<file path="config.mk">
export PLATFORM = sky130hd
export DESIGN_NAME = osr_rx
export DESIGN_NICKNAME = d
export VERILOG_FILES = /design/src/rtl/osr_rx_pkg.sv /design/src/rtl/osr_rx_sync.sv /design/src/rtl/osr_rx_frame.sv /design/src/rtl/osr_rx_fifo.sv /design/src/rtl/osr_rx.sv
export SDC_FILE = /design/constraint.sdc
export NUM_CORES = 1
export LEC_CHECK = 0
export BUFFER_PORTS_ARGS = -buffer_cell sky130_fd_sc_hd__buf_2
export CELL_PAD_IN_SITES_DETAIL_PLACEMENT = 0
export CELL_PAD_IN_SITES_GLOBAL_PLACEMENT = 1
export CORE_UTILIZATION = 54
export DETAILED_ROUTE_END_ITERATION = 10
export PLACE_DENSITY_LB_ADDON = 0.1
export REMOVE_ABC_BUFFERS = 1
export SLEW_MARGIN = 15
export SYNTH_ARGS = -nofsm -noshare
export SYNTH_HDL_FRONTEND = slang
export SYNTH_HIERARCHICAL = 1
export SYNTH_SLANG_ARGS = --single-unit
</file>
<file path="constraint.sdc">
create_clock -name clk -period 3.7 [get_ports clk]
set_clock_uncertainty 0.15 [all_clocks]
set_input_delay 0.925 -clock clk [delete_from_list [all_inputs] [get_ports clk]]
set_output_delay 0.925 -clock clk [all_outputs]
set_load 0.01 [all_outputs]
</file>
<file path="src/rtl/osr_rx_pkg.sv">
package osr_rx_pkg;

  localparam int unsigned DATA_W = 8;

  typedef enum logic [2:0] {
    ST_IDLE,
    ST_START,
    ST_DATA,
    ST_PAR,
    ST_STOP,
    ST_HOLD
  } rx_state_e;

  typedef struct packed {
    logic              brk;
    logic              ferr;
    logic              perr;
    logic [DATA_W-1:0] data;
  } rx_entry_t;

endpackage

</file>
<file path="src/rtl/osr_rx_sync.sv">
module osr_rx_sync #(
  parameter int unsigned STAGES = 2
) (
  input  logic clk,
  input  logic rst_n,
  input  logic din,
  output logic dout
);

  logic [STAGES-1:0] chain_q;

  generate
    for (genvar g = 0; g < STAGES; g++) begin : g_stage
      if (g == 0) begin : g_first
        always_ff @(posedge clk or negedge rst_n) begin
          if (!rst_n) chain_q[g] <= 1'b1;
          else        chain_q[g] <= din;
        end
      end else begin : g_next
        always_ff @(posedge clk or negedge rst_n) begin
          if (!rst_n) chain_q[g] <= 1'b1;
          else        chain_q[g] <= chain_q[g-1];
        end
      end
    end
  endgenerate

  assign dout = chain_q[STAGES-1];

endmodule

</file>
<file path="src/rtl/osr_rx_frame.sv">
module osr_rx_frame
  import osr_rx_pkg::*;
#(
  parameter int unsigned OSR = 16
) (
  input  logic      clk,
  input  logic      rst_n,
  input  logic      tick_en,
  input  logic      rx,
  input  logic [1:0] cfg_len,
  input  logic      cfg_par_en,
  input  logic      cfg_par_even,
  input  logic      cfg_par_stick,
  output logic      frm_push,
  output rx_entry_t frm_entry
);

  localparam int unsigned CW = $clog2(OSR);
  localparam logic [CW-1:0] CNT_FULL = CW'(OSR - 1);
  localparam logic [CW-1:0] CNT_HALF = CW'(OSR / 2 - 1);

  rx_state_e         state_q, state_n;
  logic [CW-1:0]     cnt_q, cnt_n;
  logic [2:0]        bidx_q, bidx_n;
  logic [DATA_W-1:0] shr_q, shr_n;
  logic              par_q, par_n;
  logic              zero_q, zero_n;
  logic              push_q, push_n;
  rx_entry_t         ent_q, ent_n;

  logic [2:0] last_idx;
  logic       par_exp;

  assign last_idx = {1'b0, cfg_len} + 3'd4;
  assign par_exp  = cfg_par_stick ? ~cfg_par_even
                  : (cfg_par_even ? ^shr_q : ~^shr_q);

  always_comb begin
    state_n = state_q;
    cnt_n   = cnt_q;
    bidx_n  = bidx_q;
    shr_n   = shr_q;
    par_n   = par_q;
    zero_n  = zero_q;
    push_n  = 1'b0;
    ent_n   = ent_q;
    if (tick_en) begin
      unique case (state_q)
        ST_IDLE: begin
          if (!rx) begin
            cnt_n   = '0;
            state_n = ST_START;
          end
        end
        ST_START: begin
          if (cnt_q == CNT_HALF) begin
            cnt_n = '0;
            if (!rx) begin
              state_n = ST_DATA;
              bidx_n  = '0;
              shr_n   = '0;
              par_n   = 1'b0;
              zero_n  = 1'b1;
            end else begin
              state_n = ST_IDLE;
            end
          end else begin
            cnt_n = cnt_q + 1'b1;
          end
        end
        ST_DATA: begin
          if (cnt_q == CNT_FULL) begin
            cnt_n = '0;
            shr_n[bidx_q] = rx;
            if (rx) zero_n = 1'b0;
            if (bidx_q == last_idx) state_n = cfg_par_en ? ST_PAR : ST_STOP;
            else                    bidx_n  = bidx_q + 1'b1;
          end else begin
            cnt_n = cnt_q + 1'b1;
          end
        end
        ST_PAR: begin
          if (cnt_q == CNT_FULL) begin
            cnt_n   = '0;
            par_n   = rx;
            if (rx) zero_n = 1'b0;
            state_n = ST_STOP;
          end else begin
            cnt_n = cnt_q + 1'b1;
          end
        end
        ST_STOP: begin
          if (cnt_q == CNT_FULL) begin
            cnt_n      = '0;
            push_n     = 1'b1;
            ent_n.data = shr_q;
            ent_n.perr = cfg_par_en & (par_q != par_exp);
            ent_n.ferr = ~rx;
            ent_n.brk  = ~rx & zero_q;
            state_n    = rx ? ST_IDLE : ST_HOLD;
          end else begin
            cnt_n = cnt_q + 1'b1;
          end
        end
        ST_HOLD: begin
          if (rx) state_n = ST_IDLE;
        end
        default: state_n = ST_IDLE;
      endcase
    end
  end

  always_ff @(posedge clk or negedge rst_n) begin
    if (!rst_n) begin
      state_q <= ST_IDLE;
      cnt_q   <= '0;
      bidx_q  <= '0;
      shr_q   <= '0;
      par_q   <= 1'b0;
      zero_q  <= 1'b0;
      push_q  <= 1'b0;
      ent_q   <= '0;
    end else begin
      state_q <= state_n;
      cnt_q   <= cnt_n;
      bidx_q  <= bidx_n;
      shr_q   <= shr_n;
      par_q   <= par_n;
      zero_q  <= zero_n;
      push_q  <= push_n;
      ent_q   <= ent_n;
    end
  end

  assign frm_push  = push_q;
  assign frm_entry = ent_q;

endmodule

</file>
<file path="src/rtl/osr_rx_fifo.sv">
module osr_rx_fifo #(
  parameter int unsigned DEPTH = 16,
  parameter int unsigned W     = 11
) (
  input  logic                       clk,
  input  logic                       rst_n,
  input  logic                       push,
  input  logic [W-1:0]               wdata,
  input  logic                       pop,
  output logic [W-1:0]               rdata,
  output logic                       empty,
  output logic                       full,
  output logic [$clog2(DEPTH):0]     level,
  output logic                       ovr
);

  localparam int unsigned AW = $clog2(DEPTH);
  localparam logic [AW:0] LVL_MAX = (AW+1)'(DEPTH);

  logic [W-1:0]  mem_q [DEPTH];
  logic [AW-1:0] wp_q, wp_n, rp_q, rp_n;
  logic [AW:0]   lvl_q, lvl_n;
  logic          ovr_q, ovr_n;
  logic          do_wr, do_rd;

  assign empty = (lvl_q == '0);
  assign full  = (lvl_q == LVL_MAX);
  assign do_wr = push & ~full;
  assign do_rd = pop & ~empty;

  always_comb begin
    wp_n  = do_wr ? wp_q + 1'b1 : wp_q;
    rp_n  = do_rd ? rp_q + 1'b1 : rp_q;
    lvl_n = lvl_q;
    if (do_wr && !do_rd)      lvl_n = lvl_q + 1'b1;
    else if (!do_wr && do_rd) lvl_n = lvl_q - 1'b1;
    ovr_n = push & full;
  end

  always_ff @(posedge clk) begin
    if (do_wr) mem_q[wp_q] <= wdata;
  end

  always_ff @(posedge clk or negedge rst_n) begin
    if (!rst_n) begin
      wp_q  <= '0;
      rp_q  <= '0;
      lvl_q <= '0;
      ovr_q <= 1'b0;
    end else begin
      wp_q  <= wp_n;
      rp_q  <= rp_n;
      lvl_q <= lvl_n;
      ovr_q <= ovr_n;
    end
  end

  assign rdata = mem_q[rp_q];
  assign level = lvl_q;
  assign ovr   = ovr_q;

endmodule

</file>
<file path="src/rtl/osr_rx.sv">
module osr_rx
  import osr_rx_pkg::*;
#(
  parameter int unsigned DEPTH     = 16,
  parameter int unsigned OSR       = 16,
  parameter int unsigned SYNC_STGS = 2
) (
  input  logic        clk,
  input  logic        rst_n,
  input  logic        tick_en,
  input  logic        rx_in,
  input  logic [1:0]  cfg_len,
  input  logic        cfg_par_en,
  input  logic        cfg_par_even,
  input  logic        cfg_par_stick,
  input  logic        rd_pop,
  output logic [7:0]  rd_data,
  output logic        rd_perr,
  output logic        rd_ferr,
  output logic        rd_brk,
  output logic        data_ready,
  output logic        ovr_evt
);

  localparam int unsigned EW = $bits(rx_entry_t);
  localparam int unsigned LW = $clog2(DEPTH) + 1;

  logic           rx_s;
  logic           frm_push;
  rx_entry_t      frm_entry;
  rx_entry_t      head;
  logic           fifo_empty;
  logic           fifo_full;
  logic [LW-1:0]  fifo_level;

  osr_rx_sync #(.STAGES(SYNC_STGS)) u_sync (
    .clk  (clk),
    .rst_n(rst_n),
    .din  (rx_in),
    .dout (rx_s)
  );

  osr_rx_frame #(.OSR(OSR)) u_frame (
    .clk          (clk),
    .rst_n        (rst_n),
    .tick_en      (tick_en),
    .rx           (rx_s),
    .cfg_len      (cfg_len),
    .cfg_par_en   (cfg_par_en),
    .cfg_par_even (cfg_par_even),
    .cfg_par_stick(cfg_par_stick),
    .frm_push     (frm_push),
    .frm_entry    (frm_entry)
  );

  osr_rx_fifo #(.DEPTH(DEPTH), .W(EW)) u_fifo (
    .clk  (clk),
    .rst_n(rst_n),
    .push (frm_push),
    .wdata(frm_entry),
    .pop  (rd_pop),
    .rdata(head),
    .empty(fifo_empty),
    .full (fifo_full),
    .level(fifo_level),
    .ovr  (ovr_evt)
  );

  assign rd_data    = head.data;
  assign rd_perr    = head.perr;
  assign rd_ferr    = head.ferr;
  assign rd_brk     = head.brk;
  assign data_ready = ~fifo_empty;

endmodule

</file>
==> results list <==
- Buffers inserted during clock tree synthesis total 23.
- The largest single stage delay on the critical path is between 0.6 and 0.7 ns.
- Summed over all layers, the routed wires come to 19.2 mm.
* CTS max path bufs: 3
- Among all stages on the critical path, the largest delay is contributed by sky130_fd_sc_hd__dfrtp_4.
* CTS tree: built
* Normalized max-slew margin: about 33%
* Number of buffers inserted by post-CTS setup repair: 0
* Port Buf Inserts: 22
- Clock share of power: about 44%
* Hold-fix buffers, CTS: 0
- Worst Setup Start Kind: register
* Top achievable clock speed: between 200 and 300 MHz
- Ant. Diodes: 0
- Crit-path cells: buf_4 -> mux4_2 -> a22oi_1 -> nand2_1 -> buf_2
- Vias in the first global route: slightly above 5000
- The mapped netlist covers roughly 9600 um2.
- The floorplan step defined a die boundary enclosing 18200 um2.
- Overall Global Routing Usage: between 20% and 30%
* Placement Cell Area: 9930 um2
* Part of the total power dissipated in sequential elements: between 50% and 60%
* Type of the most critical hold path: register to register
* Final setup TNS: 0 ns
* Core Area: around 17000 um2
- After floorplanning, the core was divided into 48 placement rows.
- Number of max-cap violations: 0
- Total design power: roughly 5.1 mW
- The flow ran to the end, and the final reports show no timing, DRC or antenna violations.
- Ratio of routed vias to standard cells: approximately 5.9
- CTS root buffer: sky130_fd_sc_hd__clkbuf_16
- First-pass GRT wire length: about 30 mm
* Combinational share of power: approximately 2.3%
- Along the worst path, the maximum fanout reaches 19.
* Final clock period utilization by the worst path: 94.8%
* Number of pins with negative max-slew slack in the final report: 0
* Starting Density: between 50 and 60%
* Static leakage power: about 3.3 nW
* Post-route worst setup slack: 0.191 ns
- Pin count of the biggest net entering global routing: 49
- Mean routed wirelength per cell: between 20 and 25 um
- Area Overhead vs Synth: 11.7%
- Number of clock sinks: between 200 and 250
- Once layout is complete, the cells apart from fillers number a little under 900.
- In this run the power spent charging and discharging nets is around 1.0 mW.
- Quantity of gates resized following cts: 0
- VDD sags by at most 0.000363 V.
- Required time worst endpoint: roughly 2.6 ns
- Buf+Inv Stages, Crit Path: 2
- Across all layers, the routed design uses between 5000 and 6000 vias.
* Transition time at the pin with the least slew margin: ~1.0 ns
* Post-place setup slack: approximately 0.68 ns
- Clock slew seen by the registers of the worst setup and hold paths: roughly 0.06 ns
- STA classifies the critical path endpoint as an output port.
* Cell count after placement: between 800 and 900
- Type of the setup path with the least slack: register to output port
* Syn Inst Count: between 500 and 600
- In this run the power density over the cells is 479 nW/um2.
* Core utilization of the finished layout: about three fifths
- Total number of nets in the final design: approximately 650
* Source-to-sink clock delay at the later pin of the worst-skew pair: ~0.50 ns
* Data arrival time of the critical path: between 2 and 2.5 ns
- The number of antenna violations at the first check in global routing came to 0.
- Worst Hold Margin: between 0.2 and 0.25 ns
- Design Area, Final: 10700 um2
* Die Y-Extent: between 100 and 150 um
- Internal power comes to slightly above 4 mW.
- In this run the remaining antenna-violating nets after routing total 0.
- For this run, design rule violations remaining after detail routing come to 0.
- During synthesis, Yosys emitted a total of 6 warnings.
* Detailed Route Iter0 Violations: between 400 and 500
- Setup violations remaining at the end of the flow were counted as 0.
* Deepest level of the CTS H-tree: 1
- In this design, the largest share of critical-path delay is due to flip-flops.
- Detailed placement finished with a half-perimeter wire length of 11.8 mm.
* RSZ-0062 raised after global routing: false
- Minimum clock period after layout: 3.51 ns
- The first detailed-routing pass took 5 iterations.
- Routability-driven placement congestion ratio: ~0.80
- For this run the aggregate overflow at the end of global routing stands at 0.
* I/O pin count: 23
- Average instance area after synthesis: 16.4 um2
* Share of final-layout standard cells stronger than drive strength 1: between 20 and 25%
- The die is around 140 um wide.
- Switching share of total power: 19.7%
* Total count of hold-check failures in the final report: 0
[worst paths after layout]
path                       depth (start not counted)         startpoint  slack [ns]          endpoint
max                                                5     u_fifo/rp_q[0]        0.19            rd_brk
min                                                0  u_sync/chain_q[0]        0.21       u_sync/dout
max reg2reg                                       10    u_fifo/level[0]        0.72   u_fifo/level[4]
min reg2reg                                        0  u_sync/chain_q[0]        0.21       u_sync/dout
max in group asynchronous                          1              rst_n        2.62    u_fifo/rp_q[0]
min in group asynchronous                          1              rst_n        0.28  u_frame/cnt_q[2]
[metal layers]
metal  track usage [%]  share of wire [%]  up-vias
met5                 0                  0        -
met4              4.93                1.6        0
met3              3.04                5.0       23
met2              37.5                 50      131
met1              31.4                 44     2580
li1                  -                  -     2360
[power by group through the flow]
stage	Clock [mW]	Sequential, mW	Combinational (mW)
finish	2.26	2.73	0.119
global route	2.43	2.73	0.136
CTS	2.32	2.73	0.120
detailed placement	0	2.78	0.120
global placement	0	2.78	0.117
floorplan	0	2.78	0.0859
[worst reg2reg max path: stages (launching register included)]
cell and delay, ns:
sky130_fd_sc_hd__dfrtp_1 0.46, sky130_fd_sc_hd__or4_4 0.57, sky130_fd_sc_hd__o21a_4 0.23, sky130_fd_sc_hd__inv_2 0.07, sky130_fd_sc_hd__ha_1 0.16, sky130_fd_sc_hd__inv_1 0.11
sky130_fd_sc_hd__fa_1 0.42, sky130_fd_sc_hd__a21o_1 0.20, sky130_fd_sc_hd__a21oi_1 0.18, sky130_fd_sc_hd__mux2i_1 0.23, sky130_fd_sc_hd__xnor2_1 0.13
[cells in the final DEF (no fill, tap or decap), types with 3 or more instances in the layout]
cell type,n
sky130_fd_sc_hd__clkbuf_1,6
sky130_fd_sc_hd__nor2b_1,4
sky130_fd_sc_hd__xnor2_1,17
sky130_fd_sc_hd__a221oi_2,18
sky130_fd_sc_hd__a221oi_1,4
sky130_fd_sc_hd__dfrtp_1,45
sky130_fd_sc_hd__o21ai_0,15
sky130_fd_sc_hd__mux4_2,22
sky130_fd_sc_hd__nand2_1,34
sky130_fd_sc_hd__buf_2,21
sky130_fd_sc_hd__buf_4,25
sky130_fd_sc_hd__a21oi_1,7
sky130_fd_sc_hd__edfxtp_1,176
sky130_fd_sc_hd__a22oi_1,12
sky130_fd_sc_hd__mux2i_1,47
sky130_fd_sc_hd__mux2_2,6
sky130_fd_sc_hd__o31ai_1,4
sky130_fd_sc_hd__a31oi_1,4
sky130_fd_sc_hd__and3_1,4
sky130_fd_sc_hd__xor2_1,3
sky130_fd_sc_hd__nor2_1,24
sky130_fd_sc_hd__nor3_1,5
sky130_fd_sc_hd__nand4_1,3
sky130_fd_sc_hd__inv_1,12
sky130_fd_sc_hd__clkinv_1,3
sky130_fd_sc_hd__mux2_1,6
sky130_fd_sc_hd__nand3_2,3
sky130_fd_sc_hd__bufinv_16,3
sky130_fd_sc_hd__ha_1,11
sky130_fd_sc_hd__clkbuf_16,23
sky130_fd_sc_hd__nand3_1,4
sky130_fd_sc_hd__o21ai_1,25
sky130_fd_sc_hd__nand2b_1,5
[area by class of cell]
cell class | count | area [um2]
Clock inverter | 12 | 144
Multi-Input combinational cell | 315 | 2790
Clock buffer | 29 | 598
Timing Repair Buffer | 47 | 313
Fill cell | 1281 | 6620
Inverter | 14 | 52.6
Tap cell | 225 | 282
Sequential cell | 224 | 6490
[registers in the layout, indices dropped and copies added, names as in the netlist, 3 cells and up]
register and count:
u_fifo/level 5, u_frame/state_q 3, u_frame/bidx_q 3, u_frame/frm_entry 11
u_fifo/mem_q 176, u_fifo/rp_q 4, u_fifo/wp_q 4, u_frame/cnt_q 4
u_frame/shr_q 8
No activity file was read; power rests on OpenSTA's default activity.
